**config.mk**
```make
export PLATFORM = sky130hd
export DESIGN_NAME = jtag_tap_altsel
export DESIGN_NICKNAME = d
export VERILOG_FILES = /design/src/rtl/jtag_alt_pkg.sv /design/src/rtl/tap_fsm.sv /design/src/rtl/tap_ir.sv /design/src/rtl/tap_dr.sv /design/src/rtl/alt_sel.sv /design/src/rtl/jtag_tap_altsel.sv
export SDC_FILE = /design/constraint.sdc
export NUM_CORES = 1
export LEC_CHECK = 0
export BUFFER_PORTS_ARGS = -buffer_cell sky130_fd_sc_hd__buf_2
export CAP_MARGIN = 10
export CELL_PAD_IN_SITES_DETAIL_PLACEMENT = 1
export CELL_PAD_IN_SITES_GLOBAL_PLACEMENT = 2
export CORE_UTILIZATION = 39
export DETAILED_ROUTE_END_ITERATION = 7
export GPL_TIMING_DRIVEN = 0
export MAX_ROUTING_LAYER = met4
export PLACE_DENSITY_LB_ADDON = 0.1
export SYNTH_ARGS = -nofsm -noshare
export SYNTH_HDL_FRONTEND = slang
export SYNTH_SLANG_ARGS = --single-unit
```
**constraint.sdc**
```tcl
create_clock -name tck -period 1.96 [get_ports tck]
set_input_delay 0.588 -clock tck [delete_from_list [all_inputs] [get_ports tck]]
set_output_delay 0.588 -clock tck [all_outputs]
set_load 0.05 [all_outputs]
```
**src/rtl/jtag_alt_pkg.sv**
```systemverilog
`timescale 1ns/1ps
package jtag_alt_pkg;
  typedef enum logic [3:0] {
    ST_RESET  = 4'd0,
    ST_IDLE   = 4'd1,
    ST_SEL_DR = 4'd2,
    ST_CAP_DR = 4'd3,
    ST_SH_DR  = 4'd4,
    ST_EX1_DR = 4'd5,
    ST_PAU_DR = 4'd6,
    ST_EX2_DR = 4'd7,
    ST_UPD_DR = 4'd8,
    ST_SEL_IR = 4'd9,
    ST_CAP_IR = 4'd10,
    ST_SH_IR  = 4'd11,
    ST_EX1_IR = 4'd12,
    ST_PAU_IR = 4'd13,
    ST_EX2_IR = 4'd14,
    ST_UPD_IR = 4'd15
  } tap_state_e;
endpackage

```
**src/rtl/tap_fsm.sv**
```systemverilog
`timescale 1ns/1ps
module tap_fsm
  import jtag_alt_pkg::*;
(
  input  logic       tck,
  input  logic       rst_n,
  input  logic       tms,
  output tap_state_e state
);
  tap_state_e st_q, st_d;

  always_comb begin
    st_d = st_q;
    unique case (st_q)
      ST_RESET:  st_d = tms ? ST_RESET  : ST_IDLE;
      ST_IDLE:   st_d = tms ? ST_SEL_DR : ST_IDLE;
      ST_SEL_DR: st_d = tms ? ST_SEL_IR : ST_CAP_DR;
      ST_CAP_DR: st_d = tms ? ST_EX1_DR : ST_SH_DR;
      ST_SH_DR:  st_d = tms ? ST_EX1_DR : ST_SH_DR;
      ST_EX1_DR: st_d = tms ? ST_UPD_DR : ST_PAU_DR;
      ST_PAU_DR: st_d = tms ? ST_EX2_DR : ST_PAU_DR;
      ST_EX2_DR: st_d = tms ? ST_UPD_DR : ST_SH_DR;
      ST_UPD_DR: st_d = tms ? ST_SEL_DR : ST_IDLE;
      ST_SEL_IR: st_d = tms ? ST_RESET  : ST_CAP_IR;
      ST_CAP_IR: st_d = tms ? ST_EX1_IR : ST_SH_IR;
      ST_SH_IR:  st_d = tms ? ST_EX1_IR : ST_SH_IR;
      ST_EX1_IR: st_d = tms ? ST_UPD_IR : ST_PAU_IR;
      ST_PAU_IR: st_d = tms ? ST_EX2_IR : ST_PAU_IR;
      ST_EX2_IR: st_d = tms ? ST_UPD_IR : ST_SH_IR;
      ST_UPD_IR: st_d = tms ? ST_SEL_DR : ST_IDLE;
      default:   st_d = ST_RESET;
    endcase
  end

  always_ff @(posedge tck or negedge rst_n) begin
    if (!rst_n) st_q <= ST_RESET;
    else        st_q <= st_d;
  end

  assign state = st_q;
endmodule

```
**src/rtl/tap_ir.sv**
```systemverilog
`timescale 1ns/1ps
module tap_ir
  import jtag_alt_pkg::*;
#(
  parameter int unsigned IR_W     = 4,
  parameter logic [IR_W-1:0] CAP_VAL  = IR_W'(1),
  parameter logic [IR_W-1:0] RESET_OP = IR_W'(1)
) (
  input  logic            tck,
  input  logic            rst_n,
  input  tap_state_e      state,
  input  logic            din,
  output logic [IR_W-1:0] ir_sr,
  output logic [IR_W-1:0] ir_q
);
  logic [IR_W-1:0] sr_q, sr_d, op_q, op_d;
  logic            sr_en, op_en;

  always_comb begin
    sr_d  = sr_q;
    sr_en = 1'b0;
    if (state == ST_CAP_IR) begin
      sr_d  = CAP_VAL;
      sr_en = 1'b1;
    end else if (state == ST_SH_IR) begin
      sr_d  = {din, sr_q[IR_W-1:1]};
      sr_en = 1'b1;
    end
  end

  always_comb begin
    op_d  = op_q;
    op_en = 1'b0;
    if (state == ST_RESET) begin
      op_d  = RESET_OP;
      op_en = 1'b1;
    end else if (state == ST_UPD_IR) begin
      op_d  = sr_q;
      op_en = 1'b1;
    end
  end

  always_ff @(posedge tck or negedge rst_n) begin
    if (!rst_n)     sr_q <= CAP_VAL;
    else if (sr_en) sr_q <= sr_d;
  end

  always_ff @(posedge tck or negedge rst_n) begin
    if (!rst_n)     op_q <= RESET_OP;
    else if (op_en) op_q <= op_d;
  end

  assign ir_sr = sr_q;
  assign ir_q  = op_q;
endmodule

```
**src/rtl/tap_dr.sv**
```systemverilog
`timescale 1ns/1ps
module tap_dr
  import jtag_alt_pkg::*;
#(
  parameter int unsigned     IR_W      = 4,
  parameter logic [IR_W-1:0] OP_IDCODE = IR_W'(1),
  parameter int unsigned     ID_W      = 32,
  parameter logic [ID_W-1:0] ID_VAL    = 32'h2B6D_904F
) (
  input  logic            tck,
  input  logic            rst_n,
  input  tap_state_e      state,
  input  logic [IR_W-1:0] ir_q,
  input  logic            din,
  output logic            dr_lsb
);
  localparam logic [ID_W-1:0] ID_EFF = {ID_VAL[ID_W-1:1], 1'b1};

  logic            pick_id, cap, sh;
  logic [ID_W-1:0] id_q, id_d;
  logic            byp_q, byp_d;
  logic            id_en, byp_en;

  assign pick_id = (ir_q == OP_IDCODE);
  assign cap     = (state == ST_CAP_DR);
  assign sh      = (state == ST_SH_DR);

  always_comb begin
    id_d  = id_q;
    if (cap)     id_d = ID_EFF;
    else if (sh) id_d = {din, id_q[ID_W-1:1]};
    id_en = pick_id & (cap | sh);
  end

  always_comb begin
    byp_d  = byp_q;
    if (cap)     byp_d = 1'b0;
    else if (sh) byp_d = din;
    byp_en = ~pick_id & (cap | sh);
  end

  always_ff @(posedge tck or negedge rst_n) begin
    if (!rst_n)     id_q <= ID_EFF;
    else if (id_en) id_q <= id_d;
  end

  always_ff @(posedge tck or negedge rst_n) begin
    if (!rst_n)      byp_q <= 1'b0;
    else if (byp_en) byp_q <= byp_d;
  end

  assign dr_lsb = pick_id ? id_q[0] : byp_q;
endmodule

```
**src/rtl/alt_sel.sv**
```systemverilog
`timescale 1ns/1ps
module alt_sel
  import jtag_alt_pkg::*;
#(
  parameter int unsigned     IR_W      = 4,
  parameter logic [IR_W-1:0] OP_IDCODE = IR_W'(1),
  parameter int unsigned     RUNS      = 4
) (
  input  logic            tck,
  input  logic            rst_n,
  input  tap_state_e      state,
  input  logic [IR_W-1:0] ir_sr,
  input  logic            sel_hi,
  input  logic            tdi,
  input  logic            tdi_alt,
  output logic            din,
  output logic            alt_active,
  output logic            latched
);
  localparam int unsigned CNT_W = $clog2(RUNS + 1);

  logic [CNT_W-1:0] cnt_q, cnt_d;
  logic             lat_q, lat_d;
  logic             upd_en, is_id;

  assign is_id = (ir_sr == OP_IDCODE);

  always_comb begin
    cnt_d  = cnt_q;
    lat_d  = lat_q;
    upd_en = 1'b0;
    if (state == ST_RESET) begin
      cnt_d  = '0;
      lat_d  = 1'b0;
      upd_en = 1'b1;
    end else if (state == ST_UPD_IR) begin
      upd_en = 1'b1;
      if (!is_id) begin
        cnt_d = '0;
      end else if (sel_hi && (cnt_q != CNT_W'(RUNS))) begin
        cnt_d = cnt_q + CNT_W'(1);
        if (cnt_q == CNT_W'(RUNS - 1)) lat_d = 1'b1;
      end
    end
  end

  always_ff @(posedge tck or negedge rst_n) begin
    if (!rst_n) begin
      cnt_q <= '0;
      lat_q <= 1'b0;
    end else if (upd_en) begin
      cnt_q <= cnt_d;
      lat_q <= lat_d;
    end
  end

  assign alt_active = lat_q | ~sel_hi;
  assign din        = alt_active ? tdi_alt : tdi;
  assign latched    = lat_q;
endmodule

```
**src/rtl/jtag_tap_altsel.sv**
```systemverilog
`timescale 1ns/1ps
module jtag_tap_altsel
  import jtag_alt_pkg::*;
#(
  parameter int unsigned IR_W    = 4,
  parameter int unsigned ID_W    = 32,
  parameter logic [ID_W-1:0] ID_VAL = 32'h2B6D_904F,
  parameter int unsigned ID_RUNS = 4
) (
  input  logic tck,
  input  logic trst_n,
  input  logic tms,
  input  logic tdi,
  input  logic tdi_alt,
  input  logic tdi_sel,
  output logic tdo,
  output logic tdo_oe,
  output logic alt_active
);
  localparam logic [IR_W-1:0] OP_IDCODE = IR_W'(1);
  localparam logic [IR_W-1:0] IR_CAP    = IR_W'(1);

  logic            rs_q1, rs_q2, rst_n_i;
  tap_state_e      tap_st;
  logic [IR_W-1:0] ir_sr, ir_q;
  logic            din, dr_lsb, alt_latched, sel_hi;
  logic            sh_ir, sh_dr, tdo_d, tdo_q, oe_q;

  // async assert, release aligned to TCK
  always_ff @(posedge tck or negedge trst_n) begin
    if (!trst_n) begin
      rs_q1 <= 1'b0;
      rs_q2 <= 1'b0;
    end else begin
      rs_q1 <= 1'b1;
      rs_q2 <= rs_q1;
    end
  end
  assign rst_n_i = rs_q2;

  // pulled-up select: anything other than a driven 0 reads as high
  assign sel_hi = (tdi_sel === 1'b0) ? 1'b0 : 1'b1;

  tap_fsm u_fsm (
    .tck   (tck),
    .rst_n (rst_n_i),
    .tms   (tms),
    .state (tap_st)
  );

  tap_ir #(
    .IR_W     (IR_W),
    .CAP_VAL  (IR_CAP),
    .RESET_OP (OP_IDCODE)
  ) u_ir (
    .tck   (tck),
    .rst_n (rst_n_i),
    .state (tap_st),
    .din   (din),
    .ir_sr (ir_sr),
    .ir_q  (ir_q)
  );

  tap_dr #(
    .IR_W      (IR_W),
    .OP_IDCODE (OP_IDCODE),
    .ID_W      (ID_W),
    .ID_VAL    (ID_VAL)
  ) u_dr (
    .tck    (tck),
    .rst_n  (rst_n_i),
    .state  (tap_st),
    .ir_q   (ir_q),
    .din    (din),
    .dr_lsb (dr_lsb)
  );

  alt_sel #(
    .IR_W      (IR_W),
    .OP_IDCODE (OP_IDCODE),
    .RUNS      (ID_RUNS)
  ) u_sel (
    .tck        (tck),
    .rst_n      (rst_n_i),
    .state      (tap_st),
    .ir_sr      (ir_sr),
    .sel_hi     (sel_hi),
    .tdi        (tdi),
    .tdi_alt    (tdi_alt),
    .din        (din),
    .alt_active (alt_active),
    .latched    (alt_latched)
  );

  assign sh_ir = (tap_st == ST_SH_IR);
  assign sh_dr = (tap_st == ST_SH_DR);

  always_comb begin
    tdo_d = 1'b0;
    if (sh_ir)      tdo_d = ir_sr[0];
    else if (sh_dr) tdo_d = dr_lsb;
  end

  always_ff @(negedge tck or negedge rst_n_i) begin
    if (!rst_n_i) begin
      tdo_q <= 1'b0;
      oe_q  <= 1'b0;
    end else begin
      tdo_q <= tdo_d;
      oe_q  <= sh_ir | sh_dr;
    end
  end

  assign tdo    = tdo_q;
  assign tdo_oe = oe_q;
endmodule

```
==> results.json <==
{
  "async_reset_ff_frac": 1.00,
  "pwr_density_cell_nw_per_um2": 1670,
  "cts_tree": "yes",
  "yosys.area.top_type": "dfrtp_1",
  "ioPinCount": 9,
  "max-vdd-ir-drop_uv": 812,
  "fp.dieH_um": 80.8,
  "num_vias": 1725,
  "synth-seq-cells": 53,
  "drt_wl_total_um": 5000,
  "synthesis.nets": 257,
  "setup-tns-final_ns": -1.41,
  "area.growth.synth_to_final_pct": 14.4,
  "synth-seq-area-share": 0.558,
  "ys.flop_type": "dfrtp_1",
  "criticalPathCategory": "flop to output pin",
  "combinationalPowerShare": 0.391,
  "finalSetupViolCount": 4,
  "r2r_start": "u_ir.ir_q[0]",
  "seqPwrFrac": 0.421,
  "violations": "setup timing",
  "internal-power_mw": 2.90,
  "startpoint_type": "flop",
  "worstSetupStartpoint": "tdo_oe",
  "critPathMaxStageDelay_ns": 0.43,
  "tightest_slew_ns": 0.671,
  "synth_cell_types": 34,
  "route.detailed.drc": 0,
  "power_leakage_nw": 1.29,
  "cts-root-buf": "clkbuf_8",
  "slew_headroom": 0.553,
  "critPathSlowestCell": "dfrtn_1",
  "critPathArrivalTime_ns": 1.88,
  "io_buffer_count": 7,
  "drtAntennaViolNets": 0,
  "switching_share": 0.373,
  "synth_top_area_frac": 0.341,
  "finalHoldViolCount": 0,
  "clockBufferDepth": 2,
  "vias_per_cell": 5.06,
  "power_switching_mw": 1.72,
  "htreeDepth": 2,
  "clock_power_share": 0.188,
  "clk_pin_slew_ns": 0.09,
  "cp_top_family": "flip-flops",
  "cp.buffers_inverters": 1,
  "grt_max_degree": 52,
  "dpl-instance-area_um2": 2580,
  "clock-sinks": 53,
  "finClkSkew_ns": 0.00599,
  "final_cell_area_um2": 2770,
  "track_usage": 0.181,
  "yosysWarnings": 0,
  "slew_viol_final": 0,
  "antenna_cells": 0,
  "drt-wirelength-per-cell_um": 14.7,
  "design.core.area_um2": 5960,
  "rsz0062_at_grt": "true",
  "start_util": 0.406,
  "numCtsBuffers": 5,
  "dp_hpwl_um": 3330,
  "crit_required_ns": 1.37,
  "setup_ws_ns": -0.508,
  "syn_inst": 248,
  "cap_violations": 0,
  "gp_congestion": 0.729,
  "antenna_found_initial": 0,
  "first_global_vias": 1791,
  "final_util": 0.464,
  "critPathMaxFanout": 1,
  "fp.dieW_um": 80.8,
  "final_nets": 274,
  "yosys-top-cells-area": "dfrtp_1 34%, dfstp_2 20%, nor2_1 6.2%, nand2_1 6.1%, nand3_1 4.1%",
  "firstDrtPassIters": 4,
  "syn_area_um2": 2420,
  "synth-edff-count": 0,
  "die-area_um2": 6520,
  "drtIter0Drc": 73,
  "grt_pass1_wl_um": 8750,
  "clock_latency_ns": 0.30,
  "grt-ovfl-total": 0,
  "hold_path_class": "input pin to async pin",
  "postSynthAreaPerCell_um2": 9.75,
  "fin_total_pwr_mw": 4.62,
  "ctsHoldBuffers": 0,
  "drive_gt1_frac": 0.259,
  "critical_path.endpoint_type": "output pin",
  "status": "finished, violations left",
  "std_cell_rows": 28,
  "cp_cell_sequence": "buf_6",
  "hold_ws_ns": 0.0540
}
-- power by group through the flow --
stage / clock network [mW] / registers [mW] / logic [mW]
4_1_cts: 0.890 / 1.95 / 1.79
5_1_grt: 0.933 / 2.02 / 2.06
6_report: 0.868 / 1.95 / 1.81
3_3_place_gp: 0 / 1.96 / 1.72
2_1_floorplan: 0 / 1.93 / 1.35
3_5_place_dp: 0 / 1.97 / 1.76
-- cell usage in the layout (no fill, tap or decap), types with 2 or more instances in the layout --
cell	Yosys	final
dfstp_2	18	18
nand2b_1	2	2
nor3_1	12	10
mux2i_1	2	2
a22o_1	7	7
bufinv_16	0	2
nand3_1	20	20
buf_6	3	5
clkbuf_2	0	2
o21ai_0	10	9
mux2_2	3	3
nand2_1	39	38
buf_2	3	8
inv_1	9	9
nor3_2	9	10
ha_1	3	3
dfrtp_1	33	32
clkbuf_1	6	3
a21oi_1	9	9
buf_4	3	6
dfrtn_1	2	2
nor2_1	40	40
clkbuf_8	0	5
-- timing repair --
item | in CTS | in global routing
endpoints found under the hold margin | 0 | 0
endpoints found under the setup margin | 16 | 11
resized for setup | 7 | 6
pin swaps | 1 | 0
setup buffers | 1 | 2
-- area by class of cell --
class / count / area (um^2)
Fill cell: 702 / 3190
Sequential cell: 53 / 1350
Multi-Input combinational cell: 171 / 982
Buffer: 15 / 100
Tap cell: 75 / 93.8
Timing Repair Buffer: 10 / 70.1
Clock buffer: 5 / 68.8
Clock inverter: 3 / 65.1
Inverter: 9 / 33.8
-- final timing paths --
check / end / slack (ns) / depth (start not counted)
max: tdo_oe / -0.51 / 1
min: rs_q2 / 0.05 / 1
max reg2reg: tdo / -0.31 / 3
min reg2reg: rs_q2 / 0.36 / 0
max in group asynchronous: tdo_oe / 0.25 / 0
min in group tck: rs_q2 / 0.36 / 0
-- metal layers --
metal  wire length [um]  global-route usage
met3                 91              0.0337
met1               2510               0.244
met4                 31              0.0375
met5                  0                   -
met2               2370               0.286
-- logic make-up after synthesis --
family          Yosys count  share of synthesized area
flops                    53                      0.558
simple gates            128                      0.254
fa+ha+maj                 3                     0.0155
other cells               1                    0.00155
compound gates           33                     0.0926
buf+inv                  24                     0.0528
xor+xnor                  1                    0.00362
mux                       5                     0.0222
-- state kept, by name, indices dropped and copies added, names as in the netlist, 3 cells and up --
name and flops:
u_ir.ir_sr 4, u_sel.cnt_q 3, u_fsm.state 4, u_dr.id_q 32, u_ir.ir_q 4
-- per-stage QoR --
step | worst slack, ns | cells
floorplan | -0.259 | 248
global placement | -0.332 | 330
detailed placement | -0.330 | 330
CTS | -0.509 | 339
global route | -0.535 | 341
finish | -0.508 | 341
-- cells in the mapped netlist (3+ instances only) --
| master | instances |
|---|---|
| nand2_1 | 39 |
| a21oi_1 | 9 |
| a22o_1 | 7 |
| buf_4 | 3 |
| nor3_2 | 9 |
| buf_6 | 3 |
| buf_2 | 3 |
| clkbuf_1 | 6 |
| inv_1 | 9 |
| mux2_2 | 3 |
| nand3_1 | 20 |
| nor2_1 | 40 |
| dfrtp_1 | 33 |
| o21ai_0 | 10 |
| ha_1 | 3 |
| dfstp_2 | 18 |
| nor3_1 | 12 |
Power figures use the tool's default switching activity.
